### src/rtl/sse_pkg.sv
package sse_pkg;
  typedef enum logic [1:0] {ST_IDLE, ST_SHIFT, ST_WAIT} sse_state_e;

  localparam int BYTE_W = 8;
  localparam int SLOTS = 4;
  localparam int IDX_W = $clog2(SLOTS);
  localparam logic [1:0] SIZE_BAD = 2'b11;

  function automatic logic [BYTE_W-1:0] bit_rev(input logic [BYTE_W-1:0] d);
    logic [BYTE_W-1:0] r;
    for (int i = 0; i < BYTE_W; i++) r[i] = d[BYTE_W-1-i];
    return r;
  endfunction

  function automatic logic [SLOTS-1:0] size_mask(input logic [1:0] s);
    case (s)
      2'b00: return 4'b0001;
      2'b01: return 4'b0011;
      2'b10: return 4'b1111;
      default: return 4'b0000;
    endcase
  endfunction

  function automatic logic [IDX_W-1:0] size_last(input logic [1:0] s);
    case (s)
      2'b00: return 2'd0;
      2'b01: return 2'd1;
      default: return 2'd3;
    endcase
  endfunction
endpackage

### src/rtl/sse_sclk_gen.sv
module sse_sclk_gen #(
  parameter int DIV_HALF = 2
) (
  input  logic clk,
  input  logic rst_n,
  input  logic run,
  output logic sclk,
  output logic rise_tick,
  output logic fall_tick
);
  localparam int CW = (DIV_HALF > 1) ? $clog2(DIV_HALF) : 1;

  logic [CW-1:0] cnt;
  logic tick;

  assign tick      = run && (cnt == CW'(DIV_HALF - 1));
  assign rise_tick = tick && !sclk;
  assign fall_tick = tick && sclk;

  always_ff @(posedge clk or negedge rst_n) begin
    if (!rst_n) begin
      cnt  <= '0;
      sclk <= 1'b0;
    end else if (!run) begin
      cnt  <= '0;
      sclk <= 1'b0;
    end else if (tick) begin
      cnt  <= '0;
      sclk <= ~sclk;
    end else begin
      cnt <= cnt + 1'b1;
    end
  end

  // serial clock parks low whenever shifting stops
  assert_sclk_park_R5: assert property (@(posedge clk) disable iff (!rst_n)
    !run |=> !sclk);
endmodule

### src/rtl/sse_tx_shifter.sv
module sse_tx_shifter
  import sse_pkg::*;
(
  input  logic              clk,
  input  logic              rst_n,
  input  logic              load,
  input  logic              msb_first,
  input  logic [BYTE_W-1:0] din,
  input  logic              shift,
  output logic              sdo
);
  logic [BYTE_W-1:0] sh;

  always_ff @(posedge clk or negedge rst_n) begin
    if (!rst_n)     sh <= '0;
    else if (load)  sh <= msb_first ? bit_rev(din) : din;
    else if (shift) sh <= {1'b0, sh[BYTE_W-1:1]};
  end

  assign sdo = sh[0];

  // output bit moves only on a load or a falling serial edge
  assert_sdo_steady_R1: assert property (@(posedge clk) disable iff (!rst_n)
    (!load && !shift) |=> $stable(sdo));
endmodule

### src/rtl/sse_rx_bank.sv
module sse_rx_bank
  import sse_pkg::*;
(
  input  logic                    clk,
  input  logic                    rst_n,
  input  logic                    sample,
  input  logic                    sdi,
  input  logic                    store,
  input  logic                    msb_first,
  input  logic [IDX_W-1:0]        idx,
  output logic [SLOTS*BYTE_W-1:0] rx_word
);
  logic [BYTE_W-1:0] cap;

  always_ff @(posedge clk or negedge rst_n) begin
    if (!rst_n)      cap <= '0;
    else if (sample) cap <= {sdi, cap[BYTE_W-1:1]};
  end

  for (genvar g = 0; g < SLOTS; g++) begin : g_slot
    logic [BYTE_W-1:0] slot;
    always_ff @(posedge clk or negedge rst_n) begin
      if (!rst_n)                              slot <= '0;
      else if (store && idx == IDX_W'(g))      slot <= msb_first ? bit_rev(cap) : cap;
    end
    assign rx_word[g*BYTE_W +: BYTE_W] = slot;
  end

  // a byte is never stored on the same edge a bit is captured
  assert_store_apart_R3: assert property (@(posedge clk) disable iff (!rst_n)
    store |-> !sample);
endmodule

### src/rtl/serial_shift_engine.sv
module serial_shift_engine
  import sse_pkg::*;
#(
  parameter int DIV_HALF = 2
) (
  input  logic        clk,
  input  logic        rst_n,
  input  logic        cfg_msb_first,
  input  logic [1:0]  cfg_size,
  input  logic        tx_valid,
  output logic        tx_ready,
  input  logic [7:0]  tx_data,
  output logic        sclk,
  output logic        sdo,
  input  logic        sdi,
  output logic        busy,
  output logic [31:0] rx_word,
  output logic [3:0]  rx_valid,
  output logic        rx_full,
  output logic        cfg_err
);
  sse_state_e       state;
  logic [2:0]       bit_cnt;
  logic [IDX_W-1:0] byte_idx;
  logic             msb_q;
  logic [1:0]       size_q;
  logic             rise_tick, fall_tick;
  logic             accept, reject, byte_done, last, load_msb;

  assign tx_ready  = (state == ST_WAIT) || (state == ST_IDLE && cfg_size != SIZE_BAD);
  assign accept    = tx_valid && tx_ready;
  assign reject    = (state == ST_IDLE) && tx_valid && (cfg_size == SIZE_BAD);
  assign byte_done = fall_tick && (bit_cnt == 3'd7);
  assign last      = (byte_idx == size_last(size_q));
  assign load_msb  = (state == ST_IDLE) ? cfg_msb_first : msb_q;
  assign busy      = (state != ST_IDLE);

  sse_sclk_gen #(.DIV_HALF(DIV_HALF)) u_clk (
    .clk(clk), .rst_n(rst_n), .run(state == ST_SHIFT),
    .sclk(sclk), .rise_tick(rise_tick), .fall_tick(fall_tick)
  );

  sse_tx_shifter u_tx (
    .clk(clk), .rst_n(rst_n), .load(accept), .msb_first(load_msb),
    .din(tx_data), .shift(fall_tick), .sdo(sdo)
  );

  sse_rx_bank u_rx (
    .clk(clk), .rst_n(rst_n), .sample(rise_tick), .sdi(sdi),
    .store(byte_done), .msb_first(msb_q), .idx(byte_idx), .rx_word(rx_word)
  );

  always_ff @(posedge clk or negedge rst_n) begin
    if (!rst_n) begin
      state    <= ST_IDLE;
      bit_cnt  <= '0;
      byte_idx <= '0;
      msb_q    <= 1'b0;
      size_q   <= 2'b00;
      rx_valid <= '0;
      rx_full  <= 1'b0;
      cfg_err  <= 1'b0;
    end else if (reject) begin
      cfg_err  <= 1'b1;
      rx_valid <= '0;
      rx_full  <= 1'b0;
    end else if (accept) begin
      if (state == ST_IDLE) begin
        msb_q    <= cfg_msb_first;
        size_q   <= cfg_size;
        byte_idx <= '0;
        cfg_err  <= 1'b0;
        rx_full  <= 1'b0;
        rx_valid <= size_mask(cfg_size);
      end
      state   <= ST_SHIFT;
      bit_cnt <= '0;
    end else if (state == ST_SHIFT && fall_tick) begin
      bit_cnt <= bit_cnt + 1'b1;
      if (byte_done) begin
        if (last) begin
          state   <= ST_IDLE;
          rx_full <= 1'b1;
        end else begin
          state    <= ST_WAIT;
          byte_idx <= byte_idx + 1'b1;
        end
      end
    end
  end

  // illegal size code blocks the stream and flags an error
  assert_bad_size_blocks_R8: assert property (@(posedge clk) disable iff (!rst_n)
    (state == ST_IDLE && cfg_size == SIZE_BAD) |-> !tx_ready);
  assert_reject_flags_R8: assert property (@(posedge clk) disable iff (!rst_n)
    reject |=> (cfg_err && rx_valid == 4'b0000 && !busy));
  // full flag follows the store of the final byte
  assert_full_after_last_R7: assert property (@(posedge clk) disable iff (!rst_n)
    (byte_done && last) |=> (rx_full && !busy));
  // accepted byte makes the engine busy
  assert_accept_busy_R10: assert property (@(posedge clk) disable iff (!rst_n)
    accept |=> busy);
  // no serial clock outside active shifting
  assert_sclk_only_shift_R5: assert property (@(posedge clk) disable iff (!rst_n)
    (state != ST_SHIFT) |-> !sclk);
  // valid mask takes only the shapes of the size codes
  assert_mask_shape_R6: assert property (@(posedge clk) disable iff (!rst_n)
    rx_valid inside {4'b0000, 4'b0001, 4'b0011, 4'b1111});
  // latched configuration holds while shifting
  assert_cfg_held_R11: assert property (@(posedge clk) disable iff (!rst_n)
    (state == ST_SHIFT) |=> ($stable(size_q) && $stable(msb_q)));
endmodule

### config.mk
export PLATFORM = sky130hd
export DESIGN_NAME = serial_shift_engine
export DESIGN_NICKNAME = d
export VERILOG_FILES = /design/src/rtl/sse_pkg.sv /design/src/rtl/sse_sclk_gen.sv /design/src/rtl/sse_tx_shifter.sv /design/src/rtl/sse_rx_bank.sv /design/src/rtl/serial_shift_engine.sv
export SDC_FILE = /design/constraint.sdc
export NUM_CORES = 1
export LEC_CHECK = 0
export ABC_AREA = 1
export BUFFER_PORTS_ARGS = -buffer_cell sky130_fd_sc_hd__buf_2
export CAP_MARGIN = 15
export CORE_MARGIN = 5
export CORE_UTILIZATION = 59
export CTS_CLUSTER_SIZE = 16
export DETAILED_ROUTE_END_ITERATION = 16
export PLACE_DENSITY = 0.84
export SETUP_SLACK_MARGIN = 0.15
export SYNTH_ARGS = -nofsm -noshare
export SYNTH_HDL_FRONTEND = slang
export SYNTH_SLANG_ARGS = --single-unit
### constraint.sdc
create_clock -name clk -period 3.2 [get_ports clk]
set_input_delay 0 -clock clk [delete_from_list [all_inputs] [get_ports clk]]
set_output_delay 0 -clock clk [all_outputs]
set_load 0.02 [all_outputs]
-- Yosys cells after proc, flatten, opt, wreduce, memory -nomap -nowiden
Cells that the tools add are included.
- register bits after elaboration: 66
- logic and storage cells: 105
- $add $sub $neg: 3
- eq/ne operators: 16
- multiplexer cells: 33
- bitwise logic cells: 2
- reduce and logical (&&, ||, !) cells: 35
- operator list (kind ; count):
    8-bit two-way mux ; 4
    2-bit two-way mux ; 9
    1-bit logical AND ; 13
    1-bit two-way mux ; 13
    4-bit two-way mux ; 3
    4-bit one-hot mux with 3 select lines ; 1
    2-bit nonzero test ; 6
    2-bit == test, second input constant ; 5
    3-bit nonzero test ; 3
    2-bit by 1-bit == test with 1-bit output, second input constant ; 4
    2-bit zero test ; 4
    3-bit two-way mux ; 2
    2-bit inequality test, second input constant ; 3
    2-bit AND reduction ; 3
    3-bit AND reduction ; 2
    5-bit AND reduction ; 1
    2-bit one-hot mux with 2 select lines ; 1
    4-bit AND reduction ; 1
    3-bit by 1-bit adder with 3-bit output, second input constant ; 1
    3-bit == test, second input constant ; 1
    3-bit by 1-bit inequality test with 1-bit output, second input constant ; 1
    2-bit by 1-bit adder with 2-bit output, second input constant ; 1
    2-bit == test ; 1
    2-bit by 1-bit inequality test with 1-bit output, second input constant ; 1
    4 further kinds ; 5

-- Longest topological paths before layout
- depth after elaboration: 8
- gate-level depth with buffers: 8

-- Hierarchy
A second synthesis with hierarchy kept.
- cell total of the unflattened synthesis: 384
- area total of the unflattened synthesis: 3062.9 um2
- modules (own cells, without submodules) (module ; instances ; cells each ; area each (um2) ; sequential area each (um2)):
    sse_rx_bank ; 1 ; 197 ; 1621.6 ; 1001.0
    serial_shift_engine ; 1 ; 107 ; 865.8 ; 375.4
    sse_tx_shifter ; 1 ; 68 ; 485.5 ; 200.2
    sse_sclk_gen ; 1 ; 12 ; 90.1 ; 50.0

-- Worst setup path before layout
OpenSTA, ideal clock, no wires.
- path type: register -> register
- from: reg bit_cnt[0]
- to: reg byte_idx[1]
- library setup time: 65 ps
- arrival: 1279 ps
- data required time: 3135 ps
- path slack: 1856 ps
- stages on the path, launching flop included: 9
- period minus slack after synthesis: 1344 ps
- cells stage by stage: dfrtp_1 ha_1 ha_1 nand4_2 buf_6 nand2_2 nand3_1 nand2_1 nand2_1
- longest elaborated chain between the ends: 4
- ends and longest elaborated chain (what ; RTL line ; RTL):
    start: declaration ; serial_shift_engine.sv:23 ; logic [2:0] bit_cnt;
    start signal: assignment ; serial_shift_engine.sv:79 ; bit_cnt <= bit_cnt + 1'b1;
    3-bit == test ; serial_shift_engine.sv:33 ; assign byte_done = fall_tick && (bit_cnt == 3'd7);
    1-bit logical AND ; serial_shift_engine.sv:33 ;
    2-bit nonzero test (no line) ; -- ;
    5-bit AND reduction (no line) ; -- ;
    end signal: assignment ; serial_shift_engine.sv:86 ; byte_idx <= byte_idx + 1'b1;
    end: declaration ; serial_shift_engine.sv:24 ; logic [IDX_W-1:0] byte_idx;
No other way between the ends.
A chain may end at the register's enable or synchronous reset.

-- Worst setup path in the final report
- from: reg bit_cnt[0]
- to: reg u_rx.g_slot[0].slot[3]
- longest elaborated chain between the ends: 3
- ends and longest elaborated chain (what ; RTL line ; RTL):
    3-bit == test ; serial_shift_engine.sv:33 ;
    1-bit logical AND ; serial_shift_engine.sv:33 ;
    1-bit logical AND ; sse_rx_bank.sv:24 ; else if (store && idx == IDX_W'(g)) slot <= msb_first ? bit_rev(cap) : cap;
    end signal: assignment ; sse_rx_bank.sv:24 ;
    end: declaration ; sse_rx_bank.sv:21 ; logic [BYTE_W-1:0] slot;
No other way between the ends.

==> results.ini <==
[clock_tree]
cts.sinks = 65
clkTransAtPathRegs_ps = 80
post-cts-setup-buffer-count = 0
cts_tree = done
clockBufferDepth = 2
cts_inserted_buffers = 9
worstSkewPairLatency_ps = 350
clockRootBuffer = clkbuf_8
htreeDepth = 3
ctsResizeCount = 0

[finish]
area_growth_pct = 19.9
mostFrequentLayoutCell = nand2_1
diodes = 0
final_cell_mix = nand2_1 (142), dfrtp_1 (65), buf_2 (56)
drive_above_1_share_pct = 20.4
postLayoutCellArea_um2 = 3700
finalNetCount = 460
final_util_pct = 72.4

[global_route]
grt_first_pass_wirelength_um = 11700
gr-total-overflow = 0
track_usage_pct = 23.3
grt_pass1_vias = 2518
gr-usage-met1_pct = 29.0
top_usage_layer = met2
grt_max_degree = 45
met2_usage_pct = 38.7
antenna_found_initial = 0
use_met3_pct = 5.31

[power_and_ir_drop]
p_leak_nw = 2.09
internal_power_w = 0.00171
seqPwrFrac_pct = 40.6
swShare_pct = 38.0
clockPowerShare_pct = 29.3
power.switching_w = 0.00105
irDropWorstVdd_v = 0.000532
power_w = 0.00276
power_density_nw_per_um2 = 746
combPwrFrac_pct = 30.2

[logic_synthesis]
synthArstFlopShare_pct = 100
syn_inst = 370
synth_enable_flop_cells = 0
ys_seq_elements = 65
yosysSeqAreaShare_pct = 52.7
ys_warn_count = 0
syn_area_um2 = 3090
synth_nets = 394
synth-main-ff-cell = dfrtp_1
synth.distinct_cells = 25
synth_area_per_cell_um2 = 8.34

[timing]
maxSlewViolCount = 0
hold_viol = 0
final.setup.worst_slack_ps = 922
min_period_ps = 2280
relSlewSlack_pct = 29.8
finClkSkew_ps = 14.7
finalSetupViolCount = 0
fmax_ghz = 0.439
rsz0062_at_grt = false
setup_tns_ps = 0
tightest_slew_ps = 1050
fin_crit_sh_pct = 71.2

[die]
design.core.area_um2 = 5110
rows = 26
die_w_um = 82.3
start_util_pct = 60.4
die_y_um = 82.3
pin_count = 57
dieArea_um2 = 6780

[detailed_routing]
dr_total_vias = 2672
wl_per_cell_um = 14.1
routed_wl_um = 7210
ant_nets = 0
drc = 0
first_pass_iters = 5
vias_per_cell = 5.23
drtIter0Drc = 216

[placement]
post-place-ws_ps = 918
routabilityCongestion = 0.885
dp_hpwl_um = 4930
post_dp_cell_area_um2 = 3410
portBuffers = 56

[worst_setup_path]
crit_arrival_ps = 2570
rrSetupSlack_ps = 920
reg2reg_from = bit_cnt[0]$_DFFE_PN0P_
critPathCaptureType = flop
cp_cell_sequence = ha_1 > ha_1 > nand4_2 > nor2_4 > nand2_1 > nand2_1
reg2reg_to = u_rx.g_slot[0].slot[3]$_DFFE_PN0P_
r2r_cells = 6
path_class = flop to flop
crit_path_start = bit_cnt[0]$_DFFE_PN0P_
cp_max_fo = 39
cp-start-kind = flop
crit_path_top_delay_cell = nand4_2
path_buf_inv = 0
cpLargestDelayFamily = simple AND/OR/NAND/NOR gates
cp_data_required_time_ps = 3490
crit_cells = 6
critPathMaxStageDelay_ps = 810

[outcome]
status = complete, no violations

[hold_path]
hold_class = input pin to flop
hold_path.startpoint = tx_valid
whs_path_depth = 5
hold_end = cfg_err$_DFFE_PN0P_

[job]
cap_violations = 0

## final cells by class
type	instances	area (µm²)
clock buffers	12	155
clock inverters	4	75.1
fillers	411	1410
inverters	35	131
multi-input cells	262	1280
flip-flops and latches	65	1630
well taps	70	87.6
repair buffers	63	348
## per-layer routing
| metal | up-vias | share of wire [%] |
|---|---|---|
| li1 | 1318 | - |
| met1 | 1276 | 42 |
| met2 | 68 | 51 |
| met3 | 10 | 6.1 |
| met4 | 0 | 1.7 |
| met5 | - | 0 |
## sequential cells by signal, indices dropped and copies added (netlist names)
name,count
state,2
u_clk.sclk,1
bit_cnt,3
rx_full,1
byte_idx,2
u_tx.sh,8
cfg_err,1
u_clk.cnt,1
msb_q,1
u_rx.cap,8
size_q,2
rx_valid,3
u_rx.g_slot.slot,32
## how the worst max path moves through the flow
| stage | endpoint |
|---|---|
| floorplan | byte_idx[1]$_DFFE_PN0P_ |
| global placement | u_rx.g_slot[1].slot[3]$_DFFE_PN0P_ |
| detailed placement | u_rx.g_slot[3].slot[6]$_DFFE_PN0P_ |
| CTS | u_rx.g_slot[3].slot[6]$_DFFE_PN0P_ |
| global route | u_rx.g_slot[1].slot[3]$_DFFE_PN0P_ |
| finish | u_rx.g_slot[0].slot[3]$_DFFE_PN0P_ |
## Yosys cell counts (3+ instances only)
| master | n | area share, % |
|---|---|---|
| nand2_1 | 142 | 17 |
| dfrtp_1 | 65 | 53 |
| o21ai_0 | 45 | 7.3 |
| inv_1 | 31 | 3.8 |
| nand3_1 | 25 | 4.1 |
| o21ai_1 | 13 | 2.1 |
| ha_1 | 9 | 3.6 |
| nand2_2 | 5 | 1.0 |
| nor2_4 | 5 | 1.8 |
| inv_2 | 4 | 0.49 |
| nor2_1 | 4 | 0.49 |
| a21oi_1 | 3 | 0.49 |
| clkbuf_1 | 3 | 0.36 |
## worst min-delay path, cell delays in order
cell	delay (ps)
buf_2	120
inv_1	60
nor2_2	60
nand2_1	60
nand2_1	50
## cell families after synthesis
family	count (synthesis)	synth area share (%)
AOI/OAI and AO/OA	64	10.7
xor gates and xnor gates	1	0.284
adders and majority gates	9	3.65
buffers and inverters	43	5.92
DFF	65	52.7
and+or+nand+nor	188	26.8
## metrics by stage
stage                     hold WS, ps  std cells
after detailed placement         3.10        489
after global placement          -8.39        489
after CTS                        26.5        511
after floorplan                  -296        370
final                            40.7        511
after global routing             48.9        511
## power by group through the flow
stage / Clock, W / Combinational (W) / Sequential (W)
4_1_cts: 0.000809 / 0.000833 / 0.00112
6_report: 0.000808 / 0.000833 / 0.00112
3_5_place_dp: 0 / 0.000812 / 0.00113
5_1_grt: 0.000845 / 0.000945 / 0.00115
2_1_floorplan: 0 / 0.000543 / 0.00114
3_3_place_gp: 0 / 0.000782 / 0.00112
## timing repair
action	in CTS	in global routing
endpoints found under the hold margin	25	0
hold buffers	6	0
setup endpoints to repair	0	0
No activity file was read; power rests on OpenSTA's default activity.
